`src/rtl/bdar_pkg.sv`:
```
package bdar_pkg;
   typedef enum logic [1:0] {
      AM_ACCESS  = 2'd0,
      AM_BANKED  = 2'd1,
      AM_INDEXED = 2'd2
   } amode_t;
endpackage

```
`src/rtl/bdar_mode_sel.sv`:
```
module bdar_mode_sel
   import bdar_pkg::*;
#(
   parameter int OPND_W  = 8,
   parameter int SPLIT_PT = 96
) (
   input  logic [OPND_W-1:0] opnd_i,
   input  logic              acc_sel_i,
   input  logic              ext_en_i,
   output amode_t            mode_o,
   output logic              low_half_o
);
   localparam logic [OPND_W-1:0] SPLIT_V = OPND_W'(SPLIT_PT);

   always_comb begin
      low_half_o = (opnd_i < SPLIT_V);
      if (acc_sel_i)                    mode_o = AM_BANKED;
      else if (ext_en_i && low_half_o)  mode_o = AM_INDEXED;
      else                              mode_o = AM_ACCESS;
   end
endmodule

```
`src/rtl/bdar_addr_calc.sv`:
```
module bdar_addr_calc
   import bdar_pkg::*;
#(
   parameter int ADDR_W = 12,
   parameter int OPND_W = 8,
   parameter int BANK_W = 4
) (
   input  amode_t            mode_i,
   input  logic              low_half_i,
   input  logic [OPND_W-1:0] opnd_i,
   input  logic [BANK_W-1:0] bank_i,
   input  logic [ADDR_W-1:0] ptr_i,
   output logic [ADDR_W-1:0] addr_o
);
   localparam int HI_W = ADDR_W - OPND_W;

   logic [ADDR_W-1:0] opnd_zx;
   logic [ADDR_W-1:0] idx_sum;
   logic [ADDR_W-1:0] acc_addr;
   logic [ADDR_W-1:0] bank_addr;

   assign opnd_zx = {{HI_W{1'b0}}, opnd_i};
   assign idx_sum = ptr_i + opnd_zx;

   always_comb begin
      acc_addr  = {{HI_W{~low_half_i}}, opnd_i};
      bank_addr = {{(HI_W-BANK_W+1){1'b0}}, bank_i, opnd_i} [ADDR_W-1:0];
      case (mode_i)
         AM_BANKED:  addr_o = bank_addr;
         AM_INDEXED: addr_o = idx_sum;
         default:    addr_o = acc_addr;
      endcase
   end
endmodule

```
`src/rtl/bdar_top.sv`:
```
module bdar_top
   import bdar_pkg::*;
#(
   parameter int ADDR_W   = 12,
   parameter int OPND_W   = 8,
   parameter int BANK_W   = 4,
   parameter int SPLIT_PT = 96,
   parameter bit OUT_REG  = 1'b1
) (
   input  logic              clk,
   input  logic              rst_n,
   input  logic [7:0]        opnd_i,
   input  logic              acc_sel_i,
   input  logic [3:0]        bank_i,
   input  logic [11:0]       ptr_i,
   input  logic              ext_en_i,
   output logic [11:0]       addr_o,
   output logic              idx_o
);
   localparam int HI_W = ADDR_W - OPND_W;

   generate
      if (ADDR_W != 12 || OPND_W != 8 || BANK_W != 4) begin : g_bad_port_w
         $error("bdar_top: port widths are fixed at 12/8/4");
      end
      if (HI_W < BANK_W) begin : g_bad_hi
         $error("bdar_top: bank field does not fit above operand");
      end
      if (SPLIT_PT < 1 || SPLIT_PT >= (1 << OPND_W)) begin : g_bad_split
         $error("bdar_top: split point out of operand range");
      end
   endgenerate

   amode_t            mode;
   logic              low_half;
   logic [ADDR_W-1:0] addr_nx;

   bdar_mode_sel #(.OPND_W(OPND_W), .SPLIT_PT(SPLIT_PT)) u_mode (
      .opnd_i     (opnd_i),
      .acc_sel_i  (acc_sel_i),
      .ext_en_i   (ext_en_i),
      .mode_o     (mode),
      .low_half_o (low_half)
   );

   bdar_addr_calc #(.ADDR_W(ADDR_W), .OPND_W(OPND_W), .BANK_W(BANK_W)) u_calc (
      .mode_i     (mode),
      .low_half_i (low_half),
      .opnd_i     (opnd_i),
      .bank_i     (bank_i),
      .ptr_i      (ptr_i),
      .addr_o     (addr_nx)
   );

   generate
      if (OUT_REG) begin : g_reg
         logic [ADDR_W-1:0] addr_q;
         logic              idx_q;
         always_ff @(posedge clk or negedge rst_n) begin
            if (!rst_n) begin
               addr_q <= '0;
               idx_q  <= 1'b0;
            end else begin
               addr_q <= addr_nx;
               idx_q  <= (mode == AM_INDEXED);
            end
         end
         assign addr_o = addr_q;
         assign idx_o  = idx_q;

         AST_BANKED_PASS: assert property (@(posedge clk) disable iff (!rst_n)
            acc_sel_i |=> (addr_o == {$past(bank_i), $past(opnd_i)}) && !idx_o);
         AST_HIGH_ACCESS: assert property (@(posedge clk) disable iff (!rst_n)
            (!acc_sel_i && opnd_i >= 8'h60) |=> (addr_o[11:8] == 4'hF) && !idx_o);
         AST_LOW_LITERAL: assert property (@(posedge clk) disable iff (!rst_n)
            (!acc_sel_i && !ext_en_i && opnd_i < 8'h60) |=> (addr_o == {4'h0, $past(opnd_i)}));
         AST_IDX_SUM: assert property (@(posedge clk) disable iff (!rst_n)
            (!acc_sel_i && ext_en_i && opnd_i < 8'h60) |=> idx_o && (addr_o == 12'($past(ptr_i) + {4'h0, $past(opnd_i)})));
         AST_IDX_CAUSE: assert property (@(posedge clk) disable iff (!rst_n)
            idx_o |-> $past(ext_en_i) && !$past(acc_sel_i));
      end else begin : g_comb
         assign addr_o = addr_nx;
         assign idx_o  = (mode == AM_INDEXED);
      end
   endgenerate
endmodule

```
`config.mk`:
```
export PLATFORM = sky130hd
export DESIGN_NAME = bdar_top
export DESIGN_NICKNAME = d
export VERILOG_FILES = /design/src/rtl/bdar_pkg.sv /design/src/rtl/bdar_mode_sel.sv /design/src/rtl/bdar_addr_calc.sv /design/src/rtl/bdar_top.sv
export SDC_FILE = /design/constraint.sdc
export NUM_CORES = 1
export LEC_CHECK = 0
export BUFFER_PORTS_ARGS = -buffer_cell sky130_fd_sc_hd__buf_4
export CORE_MARGIN = 3
export CORE_UTILIZATION = 30
export CTS_CLUSTER_DIAMETER = 30
export DETAILED_ROUTE_END_ITERATION = 7
export GPL_TIMING_DRIVEN = 1
export PLACE_DENSITY_LB_ADDON = 0.08
export RECOVER_POWER = 25
export SLEW_MARGIN = 0
export SYNTH_ARGS = -nofsm -noshare
export SYNTH_HDL_FRONTEND = slang
export SYNTH_SLANG_ARGS = --single-unit
```
`constraint.sdc`:
```
create_clock -name clk -period 0.8 [get_ports clk]
set_input_delay 0.16 -clock clk [delete_from_list [all_inputs] [get_ports clk]]
set_output_delay 0.16 -clock clk [all_outputs]
set_load 0.1 [all_outputs]
```
* After elaboration in Yosys (flattened, before gate mapping) *
Index checks and enable logic that the tools add are counted.

operators by class
  multiplexer cells = 3
  add/subtract/negate cells = 1
  bitwise operators = 1
  magnitude comparators = 1
  reduce and logical (&&, ||, !) cells = 1
  equal/unequal tests = 2

operators by type and width
  cell                                                                           count
  12-bit case mux with 2 select lines                                            1
  12-bit by 8-bit adder with 12-bit output                                       1
  8-bit by 7-bit less-than comparator with 1-bit output (second input constant)  1
  2-bit 2-to-1 mux                                                               2
  2-bit by 1-bit == test with 1-bit output (second input constant)               1
  2-bit == test (second input constant)                                          1
  1-bit logical AND                                                              1
  1-bit inverter                                                                 1

word-level totals
  flip-flop bits (word level) = 13
  output and inout bits = 13
  logic and storage cells = 11

* Longest topological paths before layout *
Gate-level depths: netlist of the first run.

  depth after elaboration = 6
  mapped depth = 7
  mapped depth without buffers = 7

* Cells and area by module *
From an unflattened synthesis of the first run, not the netlist that was laid out.

unflattened totals
  cell total of the unflattened synthesis = 96
  area, all modules = 973.4 µm²

modules (own cells, without submodules)
  module          area each (µm²)  seq. area each (µm²)  cells each  instances
  bdar_addr_calc  609.3            0.0                   79          1
  bdar_top        339.1            325.3                 14          1
  bdar_mode_sel   25.0             0.0                   3           1

* Least setup slack after synthesis of the first run *
Ideal clock, no wire load.

  path kind = input to register
  start point = input opnd_i[3]
  end point = register g_reg.addr_q[7], in the netlist addr_o[7]
  arrival = 1534 ps
  stages = 6
  setup time = 120 ps
  buffers on the path = 0
  slack = -854 ps
  required time = 680 ps
  cell sequence = ha_1 a21oi_2 o22ai_2 o311a_1 or3_1 a31o_1

between the ends
  word-level cells in the longest chain between the ends = 6
  elaborated cells on any way between the ends = 8
  classes of those cells = add/sub: 1; order compare: 1; eq/ne: 2; mux: 3; reduce/logical: 1

ends and longest elaborated chain
  what                                                                       RTL line              RTL
  from (decl)                                                                bdar_top.sv:12        input logic [7:0] opnd_i,
  8-bit by 7-bit less-than comparator with 1-bit output                      bdar_mode_sel.sv:16   low_half_o = (opnd_i < SPLIT_V);
  1-bit logical AND                                                          bdar_mode_sel.sv:18   else if (ext_en_i && low_half_o) mode_o = AM_INDEXED;
  2-bit 2-to-1 mux                                                           bdar_mode_sel.sv:18
  2-bit 2-to-1 mux                                                           bdar_mode_sel.sv:17   if (acc_sel_i) mode_o = AM_BANKED;
  2-bit == test or 2-bit by 1-bit == test with 1-bit output (tied branches)  bdar_addr_calc.sv:28  case (mode_i)
  12-bit case mux with 2 select lines (*)                                    bdar_addr_calc.sv:28
  via addr_nx[7]                                                             bdar_top.sv:36        logic [ADDR_W-1:0] addr_nx;
  to (signal assigned)                                                       bdar_top.sv:64        addr_q <= addr_nx;
  to (decl)                                                                  bdar_top.sv:57        logic [ADDR_W-1:0] addr_q;

Mark *: on every way through the listed nets, which the timed path passes. The rest lies on a longest branch.

* Worst setup path after layout of the first run *
Ends and elaborated chain as after synthesis.

==> impl_results.md, run 1 <==
- CP max-delay cell: o311a_1
- Post-Syn Nets: 140
- Ys async rst share: 100.0%
- Netlist Area Pre-Place: 928.4 µm²
- Fraction of layout instances using a drive strength above 1: 68.09%
- Tot Pwr: 2.783 mW
- Final Util: approximately three quarters
- CTS Buf Count: 3
- Clock transition at the registers of the reported paths: 80 ps
- Top sig layer: met4
- Die X: 61.63 µm
- Vias in the first global route: 1,100
- Synth-to-Final Area Change: 128.4%
- Sequential area share after synthesis: 35.04%
- Ys flop type: dfrtp_1
- CTS tree: done
- Final min period: 1355 ps
- I/O pins: 41
- Drt total wl: 3.056 mm
- Fin crit share: 169.4%
- DR iter-0 viols: 20
- Pwr per Cell Area: between 1000 and 1500 mW/mm²
- Failing checks: setup timing
- Clock Tree Buf Depth: 2
- Static Leakage: about 0.93 nW
- Initial antenna violation count: 0
- Placed Cells: between 200 and 250
- DP Worst Slack: -956.6 ps
- Min Hold Slack: about 90 ps
- Vias: 1,098
- Final HPWL DP: 2.228 mm
- RSZ-0062 raised after global routing: true
- Post-synth top area share: 35.04%
- Largest net degree at the start of global routing: 14
- H-tree depth: 1
- CP Cell Sequence: buf_8, ha_4, a21oi_2, o22ai_2, o311a_1, or3_1, a31o_1
- CP Depth: 7
- Synth top area cells: dfrtp_1 35%, ha_1 11%, nand2_1 5.7%
- CP arrival: around 1500 ps
- Cell family with most CP delay: compound AO/OA/AOI/OAI gates
- Measured slew at the worst slew-check pin: 366.3 ps
- Worst Setup Slack, final: -555.1 ps
- Layout Cells excl Fill: between 200 and 250
- Synthesized area per cell: approximately 9.0 µm²
- Die area: between 0.003 and 0.004 mm²
- Final hold viol count: 0
- Min-Delay Path Depth: 3
- Ant. Diodes: 0
- Crit Path Class: input port to register
- GP Congestion: ~0.84
- Final nets: 226
- Antenna Nets Post-Route: 0
- Vias/cell: about 5.0
- Clk sink count: 13
- Die Y-Extent: 61.63 µm
- Hold_sp: opnd_i[2]
- WL/cell: 13.95 µm
- Met3 WL post-DR: 86 µm
- Max-capacitance violation count: 0
- Max FO, Critical Path: 4
- Worst Hold End: addr_o[2]
- Fillers: 197
- Most area-hungry cell type in the Yosys netlist: dfrtp_1
- Max Slew Vio Count: 0
- Global route overflow: 0
- Post-synth EDFFs: 0
- Worst hold path class: input port to register
- Wire length on met2: 1.572 mm
- CP bufs+invs: 1
- Worst Setup End Kind: register
- # port buffers: 40
- Yosys warning count: 0
- Initial Util: 32.54%
- Fmax: 737.9 MHz
- # DRC: 0
- Max-slew headroom: about three quarters
- Number of iterations in the first detailed-routing pass: 3
- CP Data Required Time: between 900 and 1000 ps
- Yosys cell types: 37
- Global-route wire length before repair: 4.947 mm
- Final setup fails: 25
- Outcome: complete, but fails checks
- FF+latch count, synth: 13
- Mapped Cells: 103
- Core box area: 0.002853 mm²
- FP Rows: 19
- VDD IR max: 0.0005882 V
- Met1 Routed Length: roughly 1.3 mm
- CTS Root Cell: clkbuf_4
- CP max stage delay: 310 ps
- Overall Global Routing Usage: 17.68%
- Crit path launch type: input port
final cells by class:
type	count	area [µm²]	share of cell area [%]
Timing Repair Buffer	82	872.1	41.12
Multi-Input combinational cell	85	793.3	37.40
Sequential cell	13	374.1	17.64
Tap cell	31	38.79	1.829
Clock buffer	4	26.28	1.239
Inverter	4	16.27	0.7670
registers in the layout (all words and copies together), names as in the netlist:
name and flops:
addr_o 12, idx_o 1
repair_timing:
action / CTS / global route
hold buffers: 1 / 0
cloned: 1 / 0
pin swaps: 25 / 7
buffers inserted: 7 / 1
gates resized for setup: 88 / 4
endpoints found under the setup margin: 26 / 25
hold endpoints to repair: 13 / 0
cells by family (layout without fill, tap and decap cells):
group / count (synthesis) / after routing / synth area share, %
simple gates: 42 / 42 / 22.91
buf+inv: 5 / 90 / 2.021
xor+xnor: 5 / 5 / 4.717
compound gates: 27 / 27 / 20.08
mux: 2 / 2 / 2.291
flops: 13 / 13 / 35.04
fa+ha+maj: 9 / 9 / 12.94
how the worst max path moves through the flow:
stage,from,end,slack [ps]
2_1_floorplan,opnd_i[1],addr_o[7],-730
3_3_place_gp,opnd_i[1],addr_o[7],-920
3_5_place_dp,opnd_i[1],addr_o[7],-960
4_1_cts,opnd_i[1],addr_o[7],-560
5_1_grt,opnd_i[1],addr_o[7],-610
6_report,opnd_i[3],addr_o[7],-560
power breakdown:
group	switching (mW)	internal [mW]	total [mW]	leakage, nW
registers	0.0464	0.744	0.790	0.139
logic	0.817	0.759	1.58	0.779
clock network	0.223	0.194	0.417	0.0150
cells in the final DEF (no fill, tap or decap), types with 4 or more instances in the layout:
master   instances
o21ai_1          4
nand2_1         11
nor3_1           4
ha_4             7
buf_6           21
buf_12          13
dfrtp_4         13
buf_4           44
metrics by stage:
stage                     instance area (µm²)  TNS (ps)
after floorplan                          1061     -5133
after global placement                   1634     -9134
after detailed placement                 1634     -9324
after CTS                                2090     -7881
after global routing                     2121     -8978
final                                    2121     -8003
layer usage:
metal | vias to the layer above | global-route usage (%)
li1 | 551 | -
met1 | 512 | 22.03
met2 | 28 | 30.49
met3 | 7 | 1.887
met4 | 0 | 7.879
met5 | - | 0
Yosys cell counts (3+ instances only):
cell	number
ha_1	8
nor2_1	3
o21ai_0	6
inv_1	3
nand4_1	3
dfrtp_1	13
a21oi_1	4
nor2b_1	3
nor3_1	4
nand3_1	6
nand2_1	14
xnor2_1	4
Power figures use the tool's default switching activity.
==> run 2: changes to the inputs <==
CAP_MARGIN = 40   (was not set)
GPL_TIMING_DRIVEN = 0   (was 1)
==> run 2 against run 1 <==
Compared with the run above:
- the flow still finishes with violations (setup timing)
- via count is 9.7% lower
- sequential share of layout area is 2.3 points higher
- sequential cell count stayed put
- power is 5.3% lower
==> impl_results.md, run 2 (synthesis results as in run 1) <==
- Outcome: complete, but fails checks
- Failing checks: setup timing
- Max Slew Vio Count: 0 (unchanged)
- Measured slew at the worst slew-check pin: 347.3 ps (-19.02 ps)
- Min Hold Slack: 104.5 ps (+14.30 ps)
- FP Rows: 19 (unchanged)
- CP max stage delay: 310 ps (about the same)
- GP Congestion: 0.8362 (-0.90%)
- Global route overflow: 0 (unchanged)
- Final hold viol count: 0 (unchanged)
- Crit Path Class: input port to register
- Final setup fails: 24 (-4.0%)
- # DRC: 0 (unchanged)
- Vias in the first global route: 997 (-9.4%)
- Clk sink count: 13 (unchanged)
- RSZ-0062 raised after global routing: true
- WL/cell: 14.79 µm (+6.0%)
- Number of iterations in the first detailed-routing pass: 4 (+1)
- Initial antenna violation count: 0 (unchanged)
- Fin area: 0.001872 mm² (-12%)
- Worst hold path class: input port to register
- Fraction of layout instances using a drive strength above 1: 59.49% (-8.6 points)
- Max-capacitance violation count: 0 (unchanged)
- CTS tree: done
- Max FFs per register: 12 (unchanged)
- Final nets: 196 (-13%)
- I/O pins: 41 (unchanged)
- # port buffers: 40 (unchanged)
- Fillers: 221 (+12%)
- Worst Setup Slack, final: -603.5 ps (-48.35 ps)
- Vias/cell: 5.243 (+4.6%)
- Fin crit share: 175.4% (+6.0 points)
- Vias: 991 (-9.7%)
- Drt total wl: 2.796 mm (-8.5%)
- Global-route wire length before repair: 4.485 mm (-9.3%)
- Die area: 0.003798 mm² (unchanged)
- Antenna Nets Post-Route: 0 (unchanged)
- CTS Root Cell: clkbuf_4
- Register area: 374.1 µm² (unchanged)
- Die X: 61.63 µm (unchanged)
- Final Util: 65.61% (-8.7 points)
- Crit path launch type: input port
- Area of the multi-input gates: 800.8 µm² (+0.95%)
- Clock Tree Buf Depth: 2 (unchanged)
- H-tree depth: 1 (unchanged)
- Ant. Diodes: 0 (unchanged)
- Static Leakage: 0.7613 nW (-18%)
- Placed Cells: 174 (-16%)
- Commonest non-fill, non-tap cells in the layout: 24 x buf_4, 13 x dfrtp_4, 13 x buf_12
- Max FO, Critical Path: 4 (unchanged)
- Fmax: 712.5 MHz (-3.4%)
- Largest net degree at the start of global routing: 14 (unchanged)
- Max-slew headroom: 76.67% (+1.3 points)
- CP arrival: 1560 ps (+30 ps)
- CTS Buf Count: 3 (unchanged)
- Die Y-Extent: 61.63 µm (unchanged)
- Cell family with most CP delay: compound AO/OA/AOI/OAI gates
- Layout Cells excl Fill: 189 (-14%)
- Pwr per Cell Area: 1408 mW/mm² (+7.3%)
- CP bufs+invs: 1 (unchanged)
- Initial Util: 32.54% (unchanged)
- Final min period: 1403 ps (+48.35 ps)
- Commonest non-fill, non-tap cell in the layout: buf_4
- Clock transition at the registers of the reported paths: 80 ps (about the same)
- Synth-to-Final Area Change: 101.6%
- Fin Setup TNS: -8317 ps (-314.3 ps)
- Tot Pwr: 2.635 mW (-5.3%)
- CP Cell Sequence: buf_6, ha_4, a21oi_4, o22ai_4, o311a_1, or3_1, a31o_1
- Core box area: 0.002853 mm² (unchanged)
- Worst Setup End Kind: register
- CP Data Required Time: 960 ps (-20 ps)
- Overall Global Routing Usage: 15.88% (-1.8 points)
- Dpl cell area: 0.001400 mm² (-14%)
- DP Worst Slack: -986.3 ps (-29.71 ps)
- DR iter-0 viols: 24 (+20%)
- CP max-delay cell: or3_1
- Final HPWL DP: 2.029 mm (-9.0%)
- VDD IR max: 0.0006034 V (+2.6%)
-- run 2: layout make-up --
cell class | instances | area share, %
buffer | 1 | 0.8021
clock buffer | 4 | 1.404
inverter | 4 | 1.003
multi-input combinational | 85 | 42.78
sequential | 13 | 19.99
tap | 31 | 2.072
timing repair buffer | 51 | 31.95
-- run 2: worst paths after layout --
check                           from    endpoint  slack [ps]  cells after the start
max                         ptr_i[3]   addr_o[7]        -600                      7
min in group asynchronous      rst_n   addr_o[1]         320                      2
max in group asynchronous      rst_n  addr_o[10]         210                      2
min                        opnd_i[3]   addr_o[3]         100                      3
-- run 2: per-layer routing --
metal | vias up | part of all wire, % | global-route usage, %
met4 | 0 | 1.6 | 5.455
met3 | 4 | 3.5 | 1.258
met5 | - | 0 | 0
li1 | 490 | - | -
met2 | 31 | 52 | 26.91
met1 | 466 | 43 | 21.14
-- run 2: power breakdown --
group          switching (mW)  leakage, nW  internal (mW)
Sequential             0.0455        0.139          0.744
Combinational           0.797        0.607          0.658
Clock                   0.198       0.0150          0.193
Total                    1.04        0.761           1.59
-- run 2: repair_timing --
item / 4_1_cts / 5_1_grt
pin swaps: 27 / 6
setup buffers: 9 / 1
resized for setup: 72 / 7
endpoints found under the setup margin: 24 / 25
hold buffers: 1 / 0
endpoints found under the hold margin: 13 / 0
